`src/rtl/ptw_pkg.sv`:
```
package ptw_pkg;
  localparam int unsigned WALK_LEVELS = 2;

  // Entry bit positions
  localparam int unsigned PTE_BIT_V = 0;
  localparam int unsigned PTE_BIT_R = 1;
  localparam int unsigned PTE_BIT_W = 2;
  localparam int unsigned PTE_BIT_D = 3;
  localparam int unsigned PTE_BIT_U = 4;

  typedef enum logic [2:0] {
    ST_IDLE    = 3'd0,
    ST_L1_REQ  = 3'd1,
    ST_L1_WAIT = 3'd2,
    ST_L2_REQ  = 3'd3,
    ST_L2_WAIT = 3'd4,
    ST_REFILL  = 3'd5,
    ST_FAULT   = 3'd6
  } walk_st_e;

  typedef enum logic [1:0] {
    FLT_NONE = 2'd0,
    FLT_L1   = 2'd1,
    FLT_L2   = 2'd2
  } flt_lvl_e;
endpackage

```
`src/rtl/ptw_root_reg.sv`:
```
module ptw_root_reg #(
  parameter int unsigned PPN_W   = 20,
  parameter logic [PPN_W-1:0] RST_VAL = '0
) (
  input  logic             clk,
  input  logic             rst_n,
  input  logic             load,
  input  logic [PPN_W-1:0] din,
  output logic [PPN_W-1:0] q
);
  always_ff @(posedge clk) begin
    if (!rst_n)    q <= RST_VAL;
    else if (load) q <= din;
  end
endmodule

```
`src/rtl/ptw_index.sv`:
```
module ptw_index #(
  parameter int unsigned VA_W      = 32,
  parameter int unsigned PA_W      = 32,
  parameter int unsigned OFF_W     = 12,
  parameter int unsigned IDX_W     = 10,
  parameter int unsigned LEVELS    = 2,
  parameter int unsigned PTE_BYTES = 4,
  localparam int unsigned LVL_W    = (LEVELS > 1) ? $clog2(LEVELS) : 1,
  localparam int unsigned PPN_W    = PA_W - OFF_W
) (
  input  logic [VA_W-1:OFF_W] vpn,
  input  logic [PPN_W-1:0]    base_ppn,
  input  logic [LVL_W-1:0]    lvl,
  output logic [PA_W-1:0]     ent_addr
);
  localparam int unsigned ENT_SH = $clog2(PTE_BYTES);

  logic [IDX_W-1:0] idx [LEVELS];

  // Level 0 takes the top index field, later levels the fields below it
  for (genvar g = 0; g < LEVELS; g++) begin : g_slice
    assign idx[g] = vpn[VA_W-1-g*IDX_W -: IDX_W];
  end

  assign ent_addr = {base_ppn, {OFF_W{1'b0}}}
                  + PA_W'({idx[lvl], {ENT_SH{1'b0}}});
endmodule

```
`src/rtl/ptw_ctrl.sv`:
```
module ptw_ctrl
  import ptw_pkg::*;
(
  input  logic     clk,
  input  logic     rst_n,
  input  logic     miss_valid,
  input  logic     req_ready,
  input  logic     rsp_valid,
  input  logic     rsp_present,
  input  logic     refill_ready,
  input  logic     fault_ready,
  output walk_st_e st
);
  walk_st_e nxt;

  always_comb begin
    nxt = st;
    unique case (st)
      ST_IDLE:    if (miss_valid)   nxt = ST_L1_REQ;
      ST_L1_REQ:  if (req_ready)    nxt = ST_L1_WAIT;
      ST_L1_WAIT: if (rsp_valid)    nxt = rsp_present ? ST_L2_REQ : ST_FAULT;
      ST_L2_REQ:  if (req_ready)    nxt = ST_L2_WAIT;
      ST_L2_WAIT: if (rsp_valid)    nxt = rsp_present ? ST_REFILL : ST_FAULT;
      ST_REFILL:  if (refill_ready) nxt = ST_IDLE;
      ST_FAULT:   if (fault_ready)  nxt = ST_IDLE;
      default:                      nxt = ST_IDLE;
    endcase
  end

  always_ff @(posedge clk) begin
    if (!rst_n) st <= ST_IDLE;
    else        st <= nxt;
  end
endmodule

```
`src/rtl/ptw_top.sv`:
```
module ptw_top
  import ptw_pkg::*;
#(
  parameter int unsigned VA_W      = 32,
  parameter int unsigned PA_W      = 32,
  parameter int unsigned OFF_W     = 12,
  parameter int unsigned IDX_W     = 10,
  parameter int unsigned PTE_BYTES = 4,
  localparam int unsigned PPN_W    = PA_W - OFF_W,
  localparam int unsigned VPN_W    = VA_W - OFF_W,
  localparam int unsigned PTE_BITS = PTE_BYTES * 8
) (
  input  logic                clk,
  input  logic                rst_n,
  input  logic                root_load,
  input  logic [PPN_W-1:0]    root_ppn,
  input  logic                miss_valid,
  output logic                miss_ready,
  input  logic [VA_W-1:0]     miss_vaddr,
  output logic                mem_req_valid,
  input  logic                mem_req_ready,
  output logic [PA_W-1:0]     mem_req_addr,
  input  logic                mem_rsp_valid,
  output logic                mem_rsp_ready,
  input  logic [PTE_BITS-1:0] mem_rsp_data,
  output logic                refill_valid,
  input  logic                refill_ready,
  output logic [VPN_W-1:0]    refill_vpn,
  output logic [PPN_W-1:0]    refill_ppn,
  output logic [3:0]          refill_perm,
  output logic                fault_valid,
  input  logic                fault_ready,
  output logic [VA_W-1:0]     fault_vaddr,
  output logic [1:0]          fault_level
);
  walk_st_e         st;
  logic [PPN_W-1:0] root_q;
  logic [PPN_W-1:0] base_q;
  logic [PPN_W-1:0] ppn_q;
  logic [VA_W-1:0]  va_q;
  logic [3:0]       perm_q;
  flt_lvl_e         lvl_q;
  logic             present;
  logic             accept;
  logic             l1_take;
  logic             l2_take;
  logic             unused_pte_bits;

  ptw_root_reg #(.PPN_W(PPN_W)) u_root (
    .clk   (clk),
    .rst_n (rst_n),
    .load  (root_load),
    .din   (root_ppn),
    .q     (root_q)
  );

  ptw_ctrl u_ctrl (
    .clk          (clk),
    .rst_n        (rst_n),
    .miss_valid   (miss_valid),
    .req_ready    (mem_req_ready),
    .rsp_valid    (mem_rsp_valid),
    .rsp_present  (present),
    .refill_ready (refill_ready),
    .fault_ready  (fault_ready),
    .st           (st)
  );

  ptw_index #(
    .VA_W      (VA_W),
    .PA_W      (PA_W),
    .OFF_W     (OFF_W),
    .IDX_W     (IDX_W),
    .LEVELS    (WALK_LEVELS),
    .PTE_BYTES (PTE_BYTES)
  ) u_index (
    .vpn      (va_q[VA_W-1:OFF_W]),
    .base_ppn (base_q),
    .lvl      (st == ST_L2_REQ),
    .ent_addr (mem_req_addr)
  );

  assign present = mem_rsp_data[PTE_BIT_V];
  assign accept  = (st == ST_IDLE) && miss_valid;
  assign l1_take = (st == ST_L1_WAIT) && mem_rsp_valid;
  assign l2_take = (st == ST_L2_WAIT) && mem_rsp_valid;

  // Walk datapath: one base register reused for both table levels
  always_ff @(posedge clk) begin
    if (!rst_n) begin
      va_q   <= '0;
      base_q <= '0;
      ppn_q  <= '0;
      perm_q <= '0;
      lvl_q  <= FLT_NONE;
    end else begin
      if (accept) begin
        va_q   <= miss_vaddr;
        base_q <= root_q;
      end
      if (l1_take) begin
        if (present) base_q <= mem_rsp_data[PA_W-1:OFF_W];
        else         lvl_q  <= FLT_L1;
      end
      if (l2_take) begin
        if (present) begin
          ppn_q  <= mem_rsp_data[PA_W-1:OFF_W];
          perm_q <= {mem_rsp_data[PTE_BIT_U], mem_rsp_data[PTE_BIT_D],
                     mem_rsp_data[PTE_BIT_W], mem_rsp_data[PTE_BIT_R]};
        end else begin
          lvl_q  <= FLT_L2;
        end
      end
    end
  end

  assign unused_pte_bits = ^mem_rsp_data[OFF_W-1:PTE_BIT_U+1];

  assign miss_ready    = (st == ST_IDLE);
  assign mem_req_valid = (st == ST_L1_REQ) || (st == ST_L2_REQ);
  assign mem_rsp_ready = (st == ST_L1_WAIT) || (st == ST_L2_WAIT);
  assign refill_valid  = (st == ST_REFILL);
  assign refill_vpn    = va_q[VA_W-1:OFF_W];
  assign refill_ppn    = ppn_q;
  assign refill_perm   = perm_q;
  assign fault_valid   = (st == ST_FAULT);
  assign fault_vaddr   = va_q;
  assign fault_level   = lvl_q;
endmodule

```
`config.mk`:
```
export PLATFORM = sky130hd
export DESIGN_NAME = ptw_top
export DESIGN_NICKNAME = d
export VERILOG_FILES = /design/src/rtl/ptw_pkg.sv /design/src/rtl/ptw_root_reg.sv /design/src/rtl/ptw_index.sv /design/src/rtl/ptw_ctrl.sv /design/src/rtl/ptw_top.sv
export SDC_FILE = /design/constraint.sdc
export NUM_CORES = 1
export LEC_CHECK = 0
export ABC_AREA = 1
export BUFFER_PORTS_ARGS = -buffer_cell sky130_fd_sc_hd__buf_2
export CAP_MARGIN = 20
export CORE_MARGIN = 4
export CORE_UTILIZATION = 46
export CTS_CLUSTER_SIZE = 12
export DETAILED_ROUTE_END_ITERATION = 6
export GPL_TIMING_DRIVEN = 0
export PLACE_DENSITY = 0.8
export SETUP_SLACK_MARGIN = 0.2
export SYNTH_ARGS = -nofsm -noshare
export SYNTH_HDL_FRONTEND = slang
export SYNTH_SLANG_ARGS = --single-unit
```
`constraint.sdc`:
```
create_clock -name clk -period 1.7 [get_ports clk]
set_clock_uncertainty 0.1 [all_clocks]
set_input_delay 0 -clock clk [delete_from_list [all_inputs] [get_ports clk]]
set_output_delay 0 -clock clk [all_outputs]
set_load 0.02 [all_outputs]
```
After elaboration in Yosys (flattened, before gate mapping)
Index checks and enable logic that the tools add are counted.
{"block": "op_classes", "reduce_logical": 8, "add_sub_neg": 1, "n_bitwise": 1, "n_eq_ne": 13, "n_lt_le_gt_ge": 1, "mux": 20}
{"operator": "$mux 20", "count": 3}
{"operator": "$add 32x12->32", "count": 1}
{"operator": "$mux 10", "count": 3}
{"operator": "$mux 3", "count": 8}
{"operator": "$pmux 3 s7", "count": 1}
{"operator": "$mux 2", "count": 5}
{"operator": "$ne 2x2->1 const B", "count": 5}
{"operator": "$eq 3x3->1 const B", "count": 3}
{"operator": "$reduce_and 7->1", "count": 1}
{"operator": "$eq 3x2->1 const B", "count": 2}
{"operator": "$ne 2x1->1 const B", "count": 2}
{"operator": "$eq 3x1->1 const B", "count": 1}
{"operator": "$logic_and 1x1->1", "count": 3}
{"operator": "$logic_not 3->1", "count": 1}
{"operator": "$ge 2x2->1 const B", "count": 1}
{"operator": "$logic_or 1x1->1", "count": 2}
{"operator": "$not 1->2", "count": 1}
{"operator": "$reduce_and 2->1", "count": 1}
{"block": "totals", "output_inout_bits": 115, "wordCells": 51, "regBits": 101, "in_bits": 92}

Longest topological paths before layout
{"block": "logic_depth", "word_depth": 6, "mapped_depth": 9}

Hierarchy
Synthesis repeated with hierarchy kept, for this count alone.
{"block": "hier_totals", "cells_unflattened": 773, "hier_area_um2": 5067.4}
{"mod": "ptw_top", "cells_each": 543, "area_each_um2": 3669.8, "instances": 1}
{"mod": "ptw_root_reg", "cells_each": 126, "area_each_um2": 830.8, "instances": 1}
{"mod": "ptw_index", "cells_each": 55, "area_each_um2": 296.5, "instances": 1}
{"mod": "ptw_ctrl", "cells_each": 49, "area_each_um2": 270.3, "instances": 1}

Worst setup path before layout
OpenSTA, ideal clock, no wires.
{"block": "synth_timing", "kind": "register -> output", "from": "register u_ctrl.st[0]", "to": "output port mem_req_addr[10]", "required_time_ns": 1.600, "stages_incl_launch_ff": 6, "arrival_ns": 1.644, "n_path_buf": 1, "path_slack_ns": -0.044, "path_cell_list": "dfxtp_1 -> inv_2 -> nor2_1 -> nand2_1 -> clkbuf_1 -> o21ai_0"}
{"block": "synth_via", "elab_chain_len": 6}
{"element": "from (decl)", "line": "ptw_ctrl.sv:12", "text": "output walk_st_e st"}
{"element": "from (signal assigned)", "line": "ptw_ctrl.sv:32", "text": "else st <= nxt;"}
{"element": "$eq 3x2->1", "line": "ptw_top.sv:79", "text": ".lvl (st == ST_L2_REQ),"}
{"element": "$not 1->2 (not written as such)", "line": "ptw_index.sv:26", "text": "+ PA_W'({idx[lvl], {ENT_SH{1'b0}}});"}
{"element": "$mux 10 (not written as such) (3 in a row)", "line": "ptw_index.sv:26"}
{"element": "$add 32x12->32", "line": "ptw_index.sv:26"}
{"element": "to (decl)", "line": "ptw_top.sv:22", "text": "output logic [PA_W-1:0] mem_req_addr,"}
Every way passes these cells. The select of a mux whose other input is x is not followed.

Worst setup path in the final report
{"block": "layout_timing", "from": "register u_ctrl.st[2]", "to": "output port mem_req_addr[6]"}
Same word-level chain as after synthesis.

==> reports/metrics.yaml <==
setup.worst_path.start_class: "flop"
intPower_w: 0.00563
place.gp.congestion: 0.899
drt-pass1-iter-count: 5
die_h_um: 104
avgViaCountPerCell: 5.53
fin_nets: 971
seq_power_share: 0.334
syn_area_per_cell_sq_um: 7.40
timing.hold.ws_ns: 0.0592
critPathArrivalTime_ns: 1.57
drt_iter0_markers: 417
p_switching_w: 0.00415
yosysTopAreaCellShare: 0.477
fmax_mhz: 600
drv_slew: 0
cts.sinks: 101
track_usage: 0.300
antenna_found_initial: 0
tritoncts: "built"
core_sq_um: 8850
holdPathEnd: "u_ctrl.st[1]"
cap_violations: 0
fin_setup_tns_ns: 0
clk_latency_ns: 0.36
cpMostUsedCell: "buf_8"
hold_violations: 0
synthToLayoutAreaGrowth_pct: 70.9
synthMuxAreaShare: 0
p_per_area_nw_per_um2: 1350
grt_pass1_wl_mm: 26.5
yosys-top-cells-count: "101 x dfxtp_1, 88 x nand2_1, 76 x a21oi_1, 60 x o21ai_0, 52 x nand3_1"
grt_max_degree: 17
regToRegEndpoint: "base_q[10]"
synth_fa_ha_area_frac: 0
post_route_cells_drive_above_1_share: 0.416
status: "finished, final reports clean"
path_cells: "buf_8 > nor2_4 > nand2_4 > buf_8 > o21ai_2 > buf_6"
seq_area_frac_synth: 0.477
cp_slowest_cell: "dfxtp_2"
routed_wirelength_mm: 18.9
cts-buffers-inserted: 9
cts_root_buf: "clkbuf_8"
row_count: 34
initial_core_util: 0.479
p_leak_nw: 3.41
postRouteAntennaNets: 0
whs_path_depth: 7
fin_crit_ns: 1.67
grt_pass1_vias: 5360
synthTopCellsByArea: "dfxtp_1 48%, a21oi_1 9.0%, nand2_1 7.8%"
end_kind: "output port"
fillers: 506
tightest_slew_ns: 0.796
drc: 0
cts_max_path_buffers: 2
die-area_sq_um: 10800
reg2reg_slack_ns: 0.10
yosysWarnings: 0
synth-edff-count: 0
hold_path_class: "input port to flop"
comb_power_share: 0.501
min_from: "fault_ready"
synth_top_family_by_area: "simple AND/OR/NAND/NOR gates"
swShare: 0.424
io_pins: 207
hpwl_mm: 10.2
async_reset_ff_frac: 0
drt-wirelength-per-cell_um: 19.0
portBuffers: 195
synth-seq-cells: 101
fin_crit_sh: 0.980
synth_cells: 573
worstSetupPathType: "flop to output port"
gr-total-overflow: 0
yosysMostFrequentCell: "dfxtp_1"
rr_startpoint: "u_ctrl.st[0]"
n_antenna_cell: 0
netlist_area_sq_um: 4240
cp_max_fo: 8
p_clk_frac: 0.166
final_util: 0.819
dieWidth_um: 104
clk_pin_slew_ns: 0.09
synth_simple_gate_area_frac: 0.210
yosys_most_used_dff: "dfxtp_1"
crit_required_ns: 1.60
max-slew-margin-rel: 0.469
rsz0062_at_grt: "true"
vias: 5490
worstRegToRegCells: 8
synthXorXnorAreaFrac: 0
yosysTopAreaCell: "dfxtp_1"
synth.distinct_cells: 21
setup_viol: 0
synth-compound-area-share: 0.190
cpPeakStageDelay_ns: 0.34
peakVddDrop_uv: 646
htreeDepth: 3
metrics by stage:
step	cell area [sq um]	power (W)	setup slack, ns	cells
detailed placement	5360	0.00681	0.0785	877
floorplan	4250	0.00561	0.204	574
global placement	5360	0.00671	0.143	877
finish	7250	0.00979	0.0337	992
CTS	6620	0.00884	0.109	979
global route	7250	0.0102	-0.0136	992
worst max-delay path: cells and delay by family (launching register included):
family	cells	cell delay, ns
buffers and inverters	3	0.44
DFF	1	0.34
and+or+nand+nor	2	0.26
AOI/OAI and AO/OA	1	0.16
how the worst max path moves through the flow:
stage	from	to	slack, ns	depth (start not counted)
2_1_floorplan	u_ctrl.st[0]	mem_req_addr[10]	0.20	5
3_3_place_gp	u_ctrl.st[2]	base_q[15]	0.14	7
3_5_place_dp	u_ctrl.st[2]	base_q[10]	0.08	8
4_1_cts	u_ctrl.st[0]	mem_req_addr[7]	0.11	6
5_1_grt	u_ctrl.st[2]	mem_req_addr[4]	-0.01	7
6_report	u_ctrl.st[2]	mem_req_addr[6]	0.03	6
layout make-up:
class,instances,area (sq um),area share
Clock buffer,11,151,0.0209
Multi-Input combinational cell,366,2130,0.293
Timing Repair Buffer,293,2040,0.282
Inverter,44,170,0.0235
Buffer,64,532,0.0734
Tap cell,108,135,0.0186
Clock inverter,5,57.6,0.00794
Sequential cell,101,2030,0.280
sequential cells by signal (all words and copies together) (netlist names), named ones only:
signal	cells
fault_vaddr	32
base_q	20
refill_ppn	20
u_root.q	20
refill_perm	4
u_ctrl.st	3
cell families (layout without fill, tap and decap cells):
kind of cell           Yosys count  count (layout)
AND/OR/NAND/NOR                203             204
other                            1               2
AO/OA/AOI/OAI                  160             160
buffers and inverters          108             417
flip-flops                     101             101
power by group through the flow:
| stage | combinational (W) | sequential, W | clock, W |
|---|---|---|---|
| floorplan | 0.00192 | 0.00369 | 0 |
| global placement | 0.00350 | 0.00321 | 0 |
| detailed placement | 0.00358 | 0.00322 | 0 |
| CTS | 0.00404 | 0.00319 | 0.00161 |
| global route | 0.00521 | 0.00330 | 0.00171 |
| finish | 0.00490 | 0.00327 | 0.00162 |
cells in the final DEF (no fill, tap or decap), types with 2 or more instances in the layout:
cell,n
dfxtp_4,2
nor2_1,49
clkbuf_2,4
buf_12,2
nand2_4,25
o21ai_4,2
clkinv_2,2
inv_2,2
buf_8,10
a21oi_1,50
nand3_2,5
nand3_1,47
inv_4,2
a21oi_2,26
nand3_4,2
o211ai_1,2
dlygate4sd3_1,80
nand2_2,8
clkbuf_8,11
clkbuf_1,16
clkbuf_16,3
o21ai_0,33
buf_4,35
dfxtp_1,98
buf_2,186
nor3_1,4
o21ai_1,36
buf_6,21
o21ai_2,10
conb_1,2
nand2_1,58
inv_1,40
nor2_4,3
metal layers:
metal  global-route usage  routed length [um]
met1                0.323                6570
met2                0.534                9520
met3               0.0776                1630
met4                0.165                1140
met5                    0                   0
what timing repair did:
action / in CTS / in global routing
setup endpoints to repair: 62 / 87
hold buffers: 80 / 0
cloned: 2 / 4
buffers inserted: 4 / 9
pin swaps: 2 / 14
gates resized for setup: 62 / 158
hold endpoints to repair: 97 / 0
(Power assumes the default switching activity.)
